### config.mk
export PLATFORM = sky130hd
export DESIGN_NAME = sar_adc_reader
export DESIGN_NICKNAME = d
export VERILOG_FILES = /design/src/rtl/sar_rd_pkg.sv /design/src/rtl/sar_rd_req.sv /design/src/rtl/sar_rd_seq.sv /design/src/rtl/sar_rd_capture.sv /design/src/rtl/sar_adc_reader.sv
export SDC_FILE = /design/constraint.sdc
export NUM_CORES = 1
export LEC_CHECK = 0
export CAP_MARGIN = 20
export CORE_AREA = 2 2 63 124
export DETAILED_ROUTE_END_ITERATION = 12
export DIE_AREA = 0 0 65 126
export HOLD_SLACK_MARGIN = 0.15
export PLACE_DENSITY = 0.72
export SETUP_SLACK_MARGIN = 0.02
export SYNTH_ARGS = -nofsm -noshare
export SYNTH_HDL_FRONTEND = slang
export SYNTH_HIERARCHICAL = 1
export SYNTH_SLANG_ARGS = --single-unit
export TNS_END_PERCENT = 10
### constraint.sdc
create_clock -name clk -period 13.1 [get_ports clk]
set_clock_uncertainty 0.2 [all_clocks]
set_input_delay 2.62 -clock clk [delete_from_list [all_inputs] [get_ports clk]]
set_output_delay 2.62 -clock clk [all_outputs]
set_load 0.02 [all_outputs]
### src/rtl/sar_rd_pkg.sv
package sar_rd_pkg;
    localparam int FRAME_LEN = 16;
    localparam int LEAD_LEN  = 4;
    localparam int WORD_W    = FRAME_LEN - LEAD_LEN;
    localparam int BIT_W     = $clog2(FRAME_LEN);

    typedef enum logic [1:0] {
        ST_IDLE,
        ST_SETUP,
        ST_SHIFT,
        ST_QUIET
    } seq_st_e;

    typedef struct packed {
        logic [WORD_W-1:0] value;
        logic              lead_bad;
    } frame_res_t;

    function automatic frame_res_t split_frame(input logic [FRAME_LEN-1:0] w);
        frame_res_t r;
        r.value    = w[WORD_W-1:0];
        r.lead_bad = |w[FRAME_LEN-1 -: LEAD_LEN];
        return r;
    endfunction
endpackage

### src/rtl/sar_rd_req.sv
module sar_rd_req (
    input  logic clk,
    input  logic rst,
    input  logic start_req,
    input  logic idle,
    output logic go
);
    logic pend_q;

    assign go = idle & (pend_q | start_req);

    always_ff @(posedge clk) begin
        if (rst) begin
            pend_q <= 1'b0;
        end else begin
            pend_q <= (pend_q | start_req) & ~go;
        end
    end
endmodule

### src/rtl/sar_rd_seq.sv
module sar_rd_seq
    import sar_rd_pkg::*;
#(
    parameter int SETUP_CYC = 3,
    parameter int QUIET_CYC = 15,
    parameter int DIV_W     = 8
) (
    input  logic             clk,
    input  logic             rst,
    input  logic             go,
    input  logic [DIV_W-1:0] half_in,
    output logic             idle,
    output logic             cs_n,
    output logic             sclk,
    output logic             cap,
    output logic             done
);
    localparam int TMR_MAX = (SETUP_CYC > QUIET_CYC) ? SETUP_CYC : QUIET_CYC;
    localparam int TMR_W   = $clog2(TMR_MAX + 1);
    localparam int PH_W    = DIV_W + 1;

    seq_st_e            st_q, st_n;
    logic [TMR_W-1:0]   tmr_q, tmr_n;
    logic [PH_W-1:0]    ph_q, ph_n;
    logic [BIT_W-1:0]   bit_q, bit_n;
    logic [DIV_W-1:0]   half_q, half_n, half_eff;
    logic               cs_q, sclk_q, sclk_n;

    assign half_eff = (half_in == '0) ? DIV_W'(1) : half_in;

    always_comb begin
        st_n   = st_q;
        tmr_n  = tmr_q;
        ph_n   = ph_q;
        bit_n  = bit_q;
        half_n = half_q;
        done   = 1'b0;
        case (st_q)
            ST_IDLE: begin
                if (go) begin
                    st_n   = ST_SETUP;
                    tmr_n  = '0;
                    half_n = half_eff;
                end
            end
            ST_SETUP: begin
                if (tmr_q == TMR_W'(SETUP_CYC - 1)) begin
                    st_n  = ST_SHIFT;
                    ph_n  = '0;
                    bit_n = '0;
                end else begin
                    tmr_n = tmr_q + TMR_W'(1);
                end
            end
            ST_SHIFT: begin
                if (ph_q == ({half_q, 1'b0} - PH_W'(1))) begin
                    ph_n = '0;
                    if (bit_q == BIT_W'(FRAME_LEN - 1)) begin
                        st_n  = ST_QUIET;
                        tmr_n = '0;
                        done  = 1'b1;
                    end else begin
                        bit_n = bit_q + BIT_W'(1);
                    end
                end else begin
                    ph_n = ph_q + PH_W'(1);
                end
            end
            default: begin
                if (tmr_q == TMR_W'(QUIET_CYC - 1)) begin
                    st_n = ST_IDLE;
                end else begin
                    tmr_n = tmr_q + TMR_W'(1);
                end
            end
        endcase
    end

    assign sclk_n = (st_n == ST_SHIFT) && (ph_n < {1'b0, half_n});
    assign cap    = sclk_n & ~sclk_q;

    always_ff @(posedge clk) begin
        if (rst) begin
            st_q   <= ST_IDLE;
            tmr_q  <= '0;
            ph_q   <= '0;
            bit_q  <= '0;
            half_q <= DIV_W'(1);
            cs_q   <= 1'b1;
            sclk_q <= 1'b0;
        end else begin
            st_q   <= st_n;
            tmr_q  <= tmr_n;
            ph_q   <= ph_n;
            bit_q  <= bit_n;
            half_q <= half_n;
            cs_q   <= !((st_n == ST_SETUP) || (st_n == ST_SHIFT));
            sclk_q <= sclk_n;
        end
    end

    assign idle = (st_q == ST_IDLE);
    assign cs_n = cs_q;
    assign sclk = sclk_q;
endmodule

### src/rtl/sar_rd_capture.sv
module sar_rd_capture
    import sar_rd_pkg::*;
(
    input  logic              clk,
    input  logic              rst,
    input  logic              cap,
    input  logic              done,
    input  logic              sdata,
    output logic [WORD_W-1:0] sample,
    output logic              valid,
    output logic              err
);
    logic [FRAME_LEN-1:0] shift_q;
    frame_res_t           res;

    assign res = split_frame(shift_q);

    always_ff @(posedge clk) begin
        if (rst) begin
            shift_q <= '0;
            sample  <= '0;
            valid   <= 1'b0;
            err     <= 1'b0;
        end else begin
            if (cap) begin
                shift_q <= {shift_q[FRAME_LEN-2:0], sdata};
            end
            valid <= done;
            err   <= done & res.lead_bad;
            if (done) begin
                sample <= res.value;
            end
        end
    end
endmodule

### src/rtl/sar_adc_reader.sv
module sar_adc_reader
    import sar_rd_pkg::*;
#(
    parameter int SETUP_CYC = 3,
    parameter int QUIET_CYC = 15,
    parameter int DIV_W     = 8
) (
    input  logic                     clk,
    input  logic                     rst,
    input  logic                     start_req,
    input  logic [DIV_W-1:0]         sclk_half,
    input  logic                     adc_sdata,
    output logic                     adc_cs_n,
    output logic                     adc_sclk,
    output logic signed [WORD_W-1:0] sample_data,
    output logic                     sample_valid,
    output logic                     lead_err
);
    logic              idle, go, cap, done;
    logic [WORD_W-1:0] sample_raw;

    sar_rd_req u_req (
        .clk       (clk),
        .rst       (rst),
        .start_req (start_req),
        .idle      (idle),
        .go        (go)
    );

    sar_rd_seq #(
        .SETUP_CYC (SETUP_CYC),
        .QUIET_CYC (QUIET_CYC),
        .DIV_W     (DIV_W)
    ) u_seq (
        .clk     (clk),
        .rst     (rst),
        .go      (go),
        .half_in (sclk_half),
        .idle    (idle),
        .cs_n    (adc_cs_n),
        .sclk    (adc_sclk),
        .cap     (cap),
        .done    (done)
    );

    sar_rd_capture u_cap (
        .clk    (clk),
        .rst    (rst),
        .cap    (cap),
        .done   (done),
        .sdata  (adc_sdata),
        .sample (sample_raw),
        .valid  (sample_valid),
        .err    (lead_err)
    );

    assign sample_data = signed'(sample_raw);
endmodule

==> results of run 1 <==
==> layout make-up <==
| cell class | instances | area share (%) |
|---|---|---|
| Inverter | 12 | 1.20 |
| Clock inverter | 5 | 1.34 |
| Timing Repair Buffer | 30 | 7.79 |
| Clock buffer | 11 | 6.76 |
| Tap cell | 92 | 3.08 |
| Sequential cell | 60 | 32.1 |
| Multi-Input combinational cell | 265 | 47.7 |
==> metrics by stage <==
stage                     power (uW)  area, um2  hold WS (ns)
after floorplan                  269       3130         0.259
after global placement           290       3430         0.277
after detailed placement         292       3430         0.277
after CTS                        527       3730         0.291
after global routing             547       3740         0.310
final                            523       3740         0.281
==> worst max-delay path: cells and delay by family <==
kind                     cells  cell delay (ns)
buffers and inverters        2             0.73
multiplexers                 2             0.57
adder cells (fa/ha/maj)      1             0.29
AND/OR/NAND/NOR              6             0.93
AO/OA/AOI/OAI                5             0.84
==> sequential cells by signal, indices dropped and copies added (netlist names) <==
register,count
u_seq/ph_q,9
u_cap/shift_q,16
u_seq/st_q,2
u_cap/err,1
u_seq/sclk,1
u_seq/half_q,8
u_req/pend_q,1
u_cap/sample,12
u_seq/cs_n,1
u_cap/valid,1
u_seq/bit_q,4
u_seq/tmr_q,4
==> cell usage after synthesis, types with 2 or more instances <==
library cell  number  area share (%)
a211oi_1           2            0.48
a21o_1             3            0.72
a21oi_1           12             1.9
a21oi_2            2            0.56
a22oi_1            3            0.72
a31oi_1            4            0.80
and2_1             7             1.4
and3_1             3            0.60
buf_1              2            0.24
buf_2              4            0.64
buf_6              4             1.4
clkbuf_1           5            0.60
dfxtp_1           60              38
ha_1              17             6.8
inv_1             12             1.4
mux2i_1           36              12
nand2_1           31             3.7
nand2b_1           5             1.0
nand3_1           12             1.9
nor2_1            54             6.5
nor2b_1            3            0.60
nor3_1            10             1.6
nor4_1             3            0.60
nor4_4             2             1.4
o211ai_1          10             2.4
o21ai_0            7             1.1
o21ai_1            2            0.32
o311ai_0           2            0.56
or2_2              3            0.60
or3b_2             2            0.56
or4_4              2            0.72
xnor2_1            4             1.1
xor2_1             5             1.4
==> logic make-up after synthesis <==
logic type | share of synthesized area, %
AOI/OAI and AO/OA | 11.9
xor gates and xnor gates | 2.52
adders and majority gates | 6.79
buffers and inverters | 4.83
DFF | 38.3
muxes | 11.5
and+or+nand+nor | 24.2
==> report_power, final <==
part / internal [uW] / leakage (uW) / switching, uW
sequential: 190 / 0.000485 / 9.26
clock: 156 / 0.000155 / 77.4
combinational: 35.9 / 0.000793 / 54.8
==> per-layer routing <==
layer	track usage (%)	share of wire (%)
met5	0	0
met4	14.4	6.1
met3	2.95	3.0
met2	32.9	53
met1	18.0	38
==> worst paths after layout <==
| check | end |
|---|---|
| worst min-delay path | u_req/pend_q |
| worst max-delay path | u_cap/shift_q[10] |
| worst max register to register | u_cap/shift_q[10] |
| worst min register to register | u_req/pend_q |
==> flow_metrics.py, run 1 <==
metrics = {
    "placed_design": {
        "dp_hpwl_um": 5070,
        "dp.cells": 458,
        "finalWeightedCongestion": 0.804,
        "place_ws_ns": 6.83,
        "portBuffers": 27,
    },
    "cells_and_area": {
        "drive_gt1_share_pct": 9.92,
        "diodes": 0,
        "syn_to_final_growth_pct": 19.4,
        "num-nets-final": 407,
        "post-route-util_pct": 51.9,
        "final_common_cell": "dfxtp_1",
        "ff_latch_area_um2": 1200,
        "multiInputGateArea_um2": 1790,
        "fillers": 675,
        "stdcell_count": 475,
        "final_cell_mix": "dfxtp_1, nor2_1, mux2i_1",
    },
    "hold_path": {
        "hp-start": "u_req/pend_q",
        "hold_path_depth": 2,
        "hold_path_class": "reg2reg",
    },
    "timing": {
        "layout_setup_ws_ns": 7.10,
        "timing.final.crit_period_ns": 6.00,
        "slew_viol_final": 0,
        "relSlewSlack_pct": 40.6,
        "finalSetupViolations": 0,
        "period_share_pct": 45.8,
        "fin_tns_setup_ns": 0,
        "rsz0062_at_grt": "no",
        "max_freq_mhz": 167,
        "hold_viol_final": 0,
        "worst_pin_slew_ns": 0.890,
    },
    "grt": {
        "grt-ovfl-total": 0,
        "track_usage_pct": 18.4,
        "antenna_found_initial": 0,
        "grt_pass1_vias": 2566,
        "grt_max_degree": 52,
        "grt_pass1_wl_um": 11700,
    },
    "floorplan": {
        "start_util_pct": 43.4,
        "die_h_um": 126,
        "rows": 44,
        "io_pins": 28,
        "dieArea_um2": 8190,
        "core_um2": 7210,
        "fp.dieW_um": 65,
    },
    "clock_network": {
        "path_clk_slew_ns": 0.05,
        "cts.sinks": 60,
        "cts_root_buf": "clkbuf_16",
        "cts_setup_buffers": 0,
        "hold_buffers": 0,
        "cts_tree": "done",
        "htreeDepth": 3,
        "cts_buffers": 9,
        "cts_resized": 0,
        "cts_buffer_depth": 2,
        "clock_latency_ns": 0.33,
    },
    "drt": {
        "drt-initial-drc-count": 88,
        "ant_nets": 0,
        "drc": 0,
        "detailedRoute.firstPassIterationCount": 4,
        "vias": 2606,
        "avgRoutedWirePerCell_um": 14.7,
        "wirelength_um": 6970,
        "vias_per_cell": 5.49,
    },
    "yosys": {
        "async_flop_share_pct": 0,
        "ys_seq_area_share_pct": 38.3,
        "ys_warn_count": 6,
        "ys_ff_latch": 60,
        "syn_area_um2": 3130,
        "synth.distinct_cells": 53,
        "synth_fp_nets": 382,
        "synth_flop_cell": "dfxtp_1",
        "synthCells": 353,
        "avgSynthCellArea_um2": 8.88,
        "synth_edf_count": 0,
    },
    "worst_setup_path": {
        "critical-path-slowest-cell": "clkdlybuf4s50_1",
        "required_ns": 13.07,
        "startpoint": "start_req",
        "arrival_ns": 5.98,
        "rr_worst_depth": 19,
        "r2r-start": "u_seq/half_q[0]",
        "cp-end-kind": "register",
        "cp_max_fo": 16,
        "cp-start-kind": "primary input",
        "worstPathCellList": "clkdlybuf4s50_1 -> nor2_2 -> nor2b_1 -> nand2_1 -> mux2i_1 -> ha_1 -> a21o_1 -> a21o_1 -> a21oi_1 -> nor2b_1 -> o211ai_1 -> o311ai_0 -> nor3_2 -> buf_4 -> mux2i_1 -> nor2_1",
        "criticalPathCategory": "in2reg",
        "worst-r2r-setup-slack_ns": 8.13,
        "cpPeakStageDelay_ns": 0.43,
    },
    "flow_run": {
        "drv_cap": 0,
    },
    "outcome": {
        "status": "completed",
    },
    "power_and_ir_drop": {
        "irDropWorstVdd_mv": 0.119,
        "power_density_nw_per_um2": 140,
        "p_leak_uw": 0.00143,
    },
}
Note: power is estimated with default switching activity, not from simulation.
==> run 2: changes to the inputs <==
PLACE_DENSITY = 0.74   (was 0.72)
clock period = 4.8 ns   (was 13.1 ns; I/O delays follow)
==> run 2 against run 1 <==
- combinational power rose to 2.9 times the previous value
- final cell count up 0.84%
- clock-buffer cell count down 1
- via count down 0.54%
- sequential power rose to 2.7 times the previous value
- die area unchanged
- global-route usage up 0.17 points
- critical endpoint is now u_cap/shift_q[6]
==> flow_metrics.py, run 2 (same netlist as run 1, synthesis figures left out) <==
metrics = {
    "cells_and_area": {
        "fillers": 682,
        "syn_to_final_growth_pct": 20.5,
        "design_area_um2": 3770,
        "diodes": 0,
        "stdcell_count": 479,
        "drive_gt1_share_pct": 11.1,
        "regMostFlops": "u_cap/shift_q",
        "final_common_cell": "dfxtp_1",
        "reg_top3": "u_cap/shift_q x16, u_cap/sample x12, u_seq/ph_q x9",
        "num-nets-final": 411,
        "largest_reg_flops": 16,
        "final_cell_mix": "dfxtp_1, nor2_1, mux2i_1",
    },
    "floorplan": {
        "dieArea_um2": 8190,
        "fp.dieW_um": 65,
        "start_util_pct": 43.4,
        "io_pins": 28,
        "rows": 44,
        "die_h_um": 126,
        "core_um2": 7210,
    },
    "drt": {
        "vias": 2592,
        "detailedRoute.firstPassIterationCount": 4,
        "drt-initial-drc-count": 89,
        "ant_nets": 0,
        "avgRoutedWirePerCell_um": 15.1,
        "drc": 0,
        "wirelength_um": 7220,
        "vias_per_cell": 5.41,
    },
    "placed_design": {
        "dp.cells": 463,
        "placed_area_um2": 3460,
        "portBuffers": 27,
        "dp_hpwl_um": 5390,
        "finalWeightedCongestion": 0.888,
    },
    "timing": {
        "timing.final.crit_period_ns": 4.41,
        "slew_viol_final": 0,
        "rsz0062_at_grt": "no",
        "finalSetupViolations": 0,
        "relSlewSlack_pct": 60.4,
        "period_share_pct": 91.8,
        "hold_viol_final": 0,
        "worst_pin_slew_ns": 0.585,
        "max_freq_mhz": 227,
        "fin_tns_setup_ns": 0,
    },
    "clock_network": {
        "cts_resized": 0,
        "cts_root_buf": "clkbuf_16",
        "cts_setup_buffers": 0,
        "cts_buffers": 9,
        "cts_buffer_depth": 2,
        "hold_buffers": 0,
        "cts_tree": "done",
        "clock_latency_ns": 0.33,
        "cts.sinks": 60,
        "htreeDepth": 3,
        "path_clk_slew_ns": 0.05,
    },
    "hold_path": {
        "hold_path_depth": 2,
        "hold_path_class": "reg2reg",
        "hp-start": "u_req/pend_q",
        "hold_end": "u_req/pend_q",
    },
    "outcome": {
        "status": "completed",
    },
    "worst_setup_path": {
        "rr_endpoint": "u_cap/shift_q[6]",
        "rr_worst_depth": 18,
        "criticalPathCategory": "reg2reg",
        "arrival_ns": 4.41,
        "cp-start-kind": "register",
        "worst-r2r-setup-slack_ns": 0.39,
        "cp_max_fo": 16,
        "startpoint": "u_seq/half_q[0]",
        "required_ns": 4.80,
        "r2r-start": "u_seq/half_q[0]",
        "cp-end-kind": "register",
    },
    "grt": {
        "grt_max_degree": 29,
        "grt_pass1_wl_um": 11600,
        "track_usage_pct": 18.6,
        "grt_pass1_vias": 2554,
        "grt-ovfl-total": 0,
        "antenna_found_initial": 0,
    },
    "power_and_ir_drop": {
        "irDropWorstVdd_mv": 0.234,
        "power_density_nw_per_um2": 381,
        "p_leak_uw": 0.00144,
        "p_total_uw": 1440,
    },
    "flow_run": {
        "drv_cap": 0,
    },
}
-- run 2: cell count changes in the layout (fill, tap and decap cells not counted), sizes merged --
cell      change
buf           +4
clkbuf        -1
clkinv        -1
clkinvlp      +2
-- run 2: final cells by class --
type | count | area [um2] | area share [%]
repair buffers | 34 | 322 | 8.52
clock buffers | 10 | 239 | 6.33
flip-flops and latches | 60 | 1200 | 31.8
multi-input cells | 265 | 1790 | 47.4
clock inverters | 6 | 63.8 | 1.69
well taps | 92 | 115 | 3.05
inverters | 12 | 45.0 | 1.19
-- run 2: power by group --
part           internal [uW]  switching [uW]
clock                    414             226
sequential               517            22.8
combinational            102             158
total                   1030             407
-- run 2: worst max-delay path, stage by stage, from the launching register on --
cell and delay (ns):
dfxtp_1 0.42, inv_1 0.08, ha_1 0.30, xor2_1 0.16, nand3_1 0.09, or4_4 0.64
o21ai_2 0.22, buf_4 0.17, o211ai_1 0.20, ha_1 0.35, a21o_1 0.16, a21oi_1 0.13
nor2b_1 0.06, o211ai_1 0.16, o311ai_1 0.16, nor3_2 0.20, buf_6 0.24, mux2i_1 0.24
nor2_1 0.07
-- run 2: worst max-delay path by stage --
stage / endpoint / slack [ns] / cells past startpoint
2_1_floorplan: u_cap/shift_q[10] / 0.55 / 20
3_3_place_gp: u_cap/shift_q[9] / 0.43 / 16
3_5_place_dp: u_cap/shift_q[0] / 0.34 / 19
4_1_cts: u_cap/shift_q[6] / 0.24 / 19
5_1_grt: u_cap/shift_q[6] / 0.09 / 19
6_report: u_cap/shift_q[6] / 0.39 / 18
-- run 2: per-layer routing --
metal,wire length (um),GRT usage [%]
met1,2690,16.8
met2,4010,36.2
met3,295,4.55
met4,233,9.26
met5,0,0
-- run 2: metrics by stage --
step,worst slack (ns),util [%],hold slack [ns]
after floorplan,0.549,-,0.259
after global placement,0.428,48.0,0.275
after detailed placement,0.343,48.0,0.279
after CTS,0.245,52.2,0.292
after global routing,0.0923,52.3,0.329
final,0.394,52.3,0.288
==> run 3: changes to the inputs <==
DONT_BUFFER_PORTS = 1   (was default)
HOLD_SLACK_MARGIN = 0.03   (was 0.15)
PLACE_DENSITY = 0.69   (was 0.74)
==> run 3 against run 2 <==
- hold slack improved by 0.011 ns
- combinational power fell by 9.2%
- utilization decreased by 4.0 points
- largest cell class unchanged
- largest power group unchanged
- worst setup slack improved by 0.019 ns
- global-route usage increased by 1.0 points
==> flow_metrics.py, run 3 (same netlist as run 1, synthesis figures left out) <==
metrics = {
    "floorplan": {
        "core_um2": 7210,
        "rows": 44,
        "die_h_um": 126,
        "start_util_pct": 43.4,
        "dieArea_um2": 8190,
        "io_pins": 28,
        "fp.dieW_um": 65,
    },
    "cells_and_area": {
        "final_cell_mix": "dfxtp_1, nor2_1, mux2i_1",
        "largest_reg_flops": 16,
        "diodes": 0,
        "final_common_cell": "dfxtp_1",
        "stdcell_count": 450,
        "syn_to_final_growth_pct": 11.3,
        "drive_gt1_share_pct": 10.6,
        "regMostFlops": "u_cap/shift_q",
        "reg_top3": "u_cap/shift_q x16, u_cap/sample x12, u_seq/ph_q x9",
        "num-nets-final": 383,
    },
    "clock_network": {
        "cts_buffer_depth": 2,
        "cts.sinks": 60,
        "cts_setup_buffers": 0,
        "hold_buffers": 0,
        "cts_tree": "done",
        "cts_buffers": 9,
        "htreeDepth": 3,
        "clock_latency_ns": 0.33,
        "cts_root_buf": "clkbuf_16",
        "path_clk_slew_ns": 0.05,
        "cts_resized": 0,
    },
    "worst_setup_path": {
        "required_ns": 4.82,
        "cp_max_fo": 16,
        "r2r-start": "u_seq/half_q[0]",
        "worst-r2r-setup-slack_ns": 0.41,
        "cpPeakStageDelay_ns": 0.64,
        "criticalPathCategory": "reg2reg",
        "cp_num_buf_inv": 2,
        "arrival_ns": 4.41,
        "rr_endpoint": "u_cap/shift_q[8]",
        "critical-path-slowest-cell": "or4_4",
        "critPathTopFamily": "simple AND/OR/NAND/NOR gates",
        "cp-end-kind": "register",
        "rr_worst_depth": 19,
        "worstPathCellList": "inv_1 -> ha_1 -> xor2_1 -> nand3_1 -> or4_4 -> o21ai_1 -> or3b_2 -> nand3_1 -> ha_1 -> a21o_1 -> a21o_1 -> a21oi_1 -> nor2b_1 -> o211ai_1 -> o311ai_0 -> nor3_2 -> buf_6 -> mux2i_1 -> nor2_1",
        "cp-start-kind": "register",
    },
    "grt": {
        "grt_pass1_vias": 2709,
        "antenna_found_initial": 0,
        "grt-ovfl-total": 0,
        "grt_max_degree": 52,
        "track_usage_pct": 19.6,
        "grt_pass1_wl_um": 12200,
    },
    "timing": {
        "finalSetupViolations": 0,
        "rsz0062_at_grt": "no",
        "timing.final.crit_period_ns": 4.39,
        "relSlewSlack_pct": 60.2,
        "period_share_pct": 91.4,
        "worst_pin_slew_ns": 0.592,
        "max_freq_mhz": 228,
        "hold_viol_final": 0,
        "fin_tns_setup_ns": 0,
        "slew_viol_final": 0,
    },
    "outcome": {
        "status": "completed",
    },
    "hold_path": {
        "hold_end": "u_req/pend_q",
        "hold_path_depth": 2,
        "hold_path_class": "reg2reg",
        "hp-start": "u_req/pend_q",
    },
    "placed_design": {
        "portBuffers": 0,
        "finalWeightedCongestion": 0.940,
        "dp.cells": 435,
        "dp_hpwl_um": 5350,
    },
    "drt": {
        "ant_nets": 0,
        "wirelength_um": 7200,
        "drc": 0,
        "vias": 2524,
        "detailedRoute.firstPassIterationCount": 4,
        "vias_per_cell": 5.61,
        "drt-initial-drc-count": 104,
        "avgRoutedWirePerCell_um": 16.0,
    },
    "power_and_ir_drop": {
        "power_density_nw_per_um2": 403,
        "p_int_uw": 1020,
        "netSwitchingPower_uw": 387,
        "irDropWorstVdd_mv": 0.277,
        "p_seq_share_pct": 38.7,
        "power_frac_clock_pct": 44.5,
        "switching_share_pct": 27.5,
        "p_leak_uw": 0.00133,
        "combPwrFrac_pct": 16.8,
    },
    "flow_run": {
        "drv_cap": 0,
    },
}
-- run 3: cell count changes in the layout (fill, tap and decap cells not counted) --
cell             delta
clkinv_4            -1
clkbuf_1            +1
buf_2               -1
clkdlybuf4s50_1    -26
clkinv_2            -1
o21ai_1             +1
o311ai_0            +1
o311ai_1            -1
o21ai_2             -1
buf_4               -1
-- run 3: cell type report --
cell class	count	area, um2
clock buffers	11	243
clock inverters	4	50.0
fillers	689	3720
inverters	12	45.0
multi-input cells	265	1790
flip-flops and latches	60	1200
well taps	92	115
repair buffers	6	48.8
-- run 3: how the worst max path moves through the flow --
stage | from | to | slack [ns] | depth (start not counted)
floorplan | u_seq/half_q[2] | u_cap/shift_q[10] | 0.55 | 20
global placement | u_seq/half_q[0] | u_cap/shift_q[14] | 0.49 | 18
detailed placement | u_seq/half_q[0] | u_cap/shift_q[7] | 0.38 | 19
CTS | u_seq/half_q[0] | u_cap/shift_q[1] | 0.37 | 19
global route | u_seq/half_q[0] | u_cap/shift_q[12] | 0.06 | 19
finish | u_seq/half_q[0] | u_cap/shift_q[8] | 0.41 | 19
-- run 3: worst register-to-register path, delay by kind of cell, from the launching register on --
kind / cells / cell delay, ns
and+or+nand+nor: 7 / 1.31
AOI/OAI and AO/OA: 6 / 1.02
adders and majority gates: 2 / 0.61
DFF: 1 / 0.44
buffers and inverters: 2 / 0.32
muxes: 1 / 0.22
xor gates and xnor gates: 1 / 0.15
-- run 3: layer usage --
metal	vias up	track usage (%)	part of all wire, %	routed length [um]
met2	68	34.2	54	3890
met5	-	0	0	0
met4	0	15.3	5.4	387
met3	31	6.25	4.7	335
li1	1232	-	-	-
met1	1193	18.1	36	2590
-- run 3: power by group through the flow --
stage	clock, uW	sequential (uW)	combinational, uW
finish	626	543	236
global route	662	546	260
CTS	645	543	235
detailed placement	0	553	234
global placement	0	552	233
floorplan	0	545	190
-- run 3: metrics by stage --
| step | setup WS, ns | total power, uW | util (%) | hold slack, ns | cell area [um2] |
|---|---|---|---|---|---|
| global route | 0.0648 | 1470 | 48.4 | 0.344 | 3490 |
| CTS | 0.369 | 1420 | 48.3 | 0.299 | 3480 |
| finish | 0.412 | 1400 | 48.4 | 0.299 | 3490 |
| detailed placement | 0.383 | 787 | 44.3 | 0.287 | 3190 |
| global placement | 0.487 | 785 | 44.3 | 0.274 | 3190 |
| floorplan | 0.549 | 734 | - | 0.259 | 3130 |
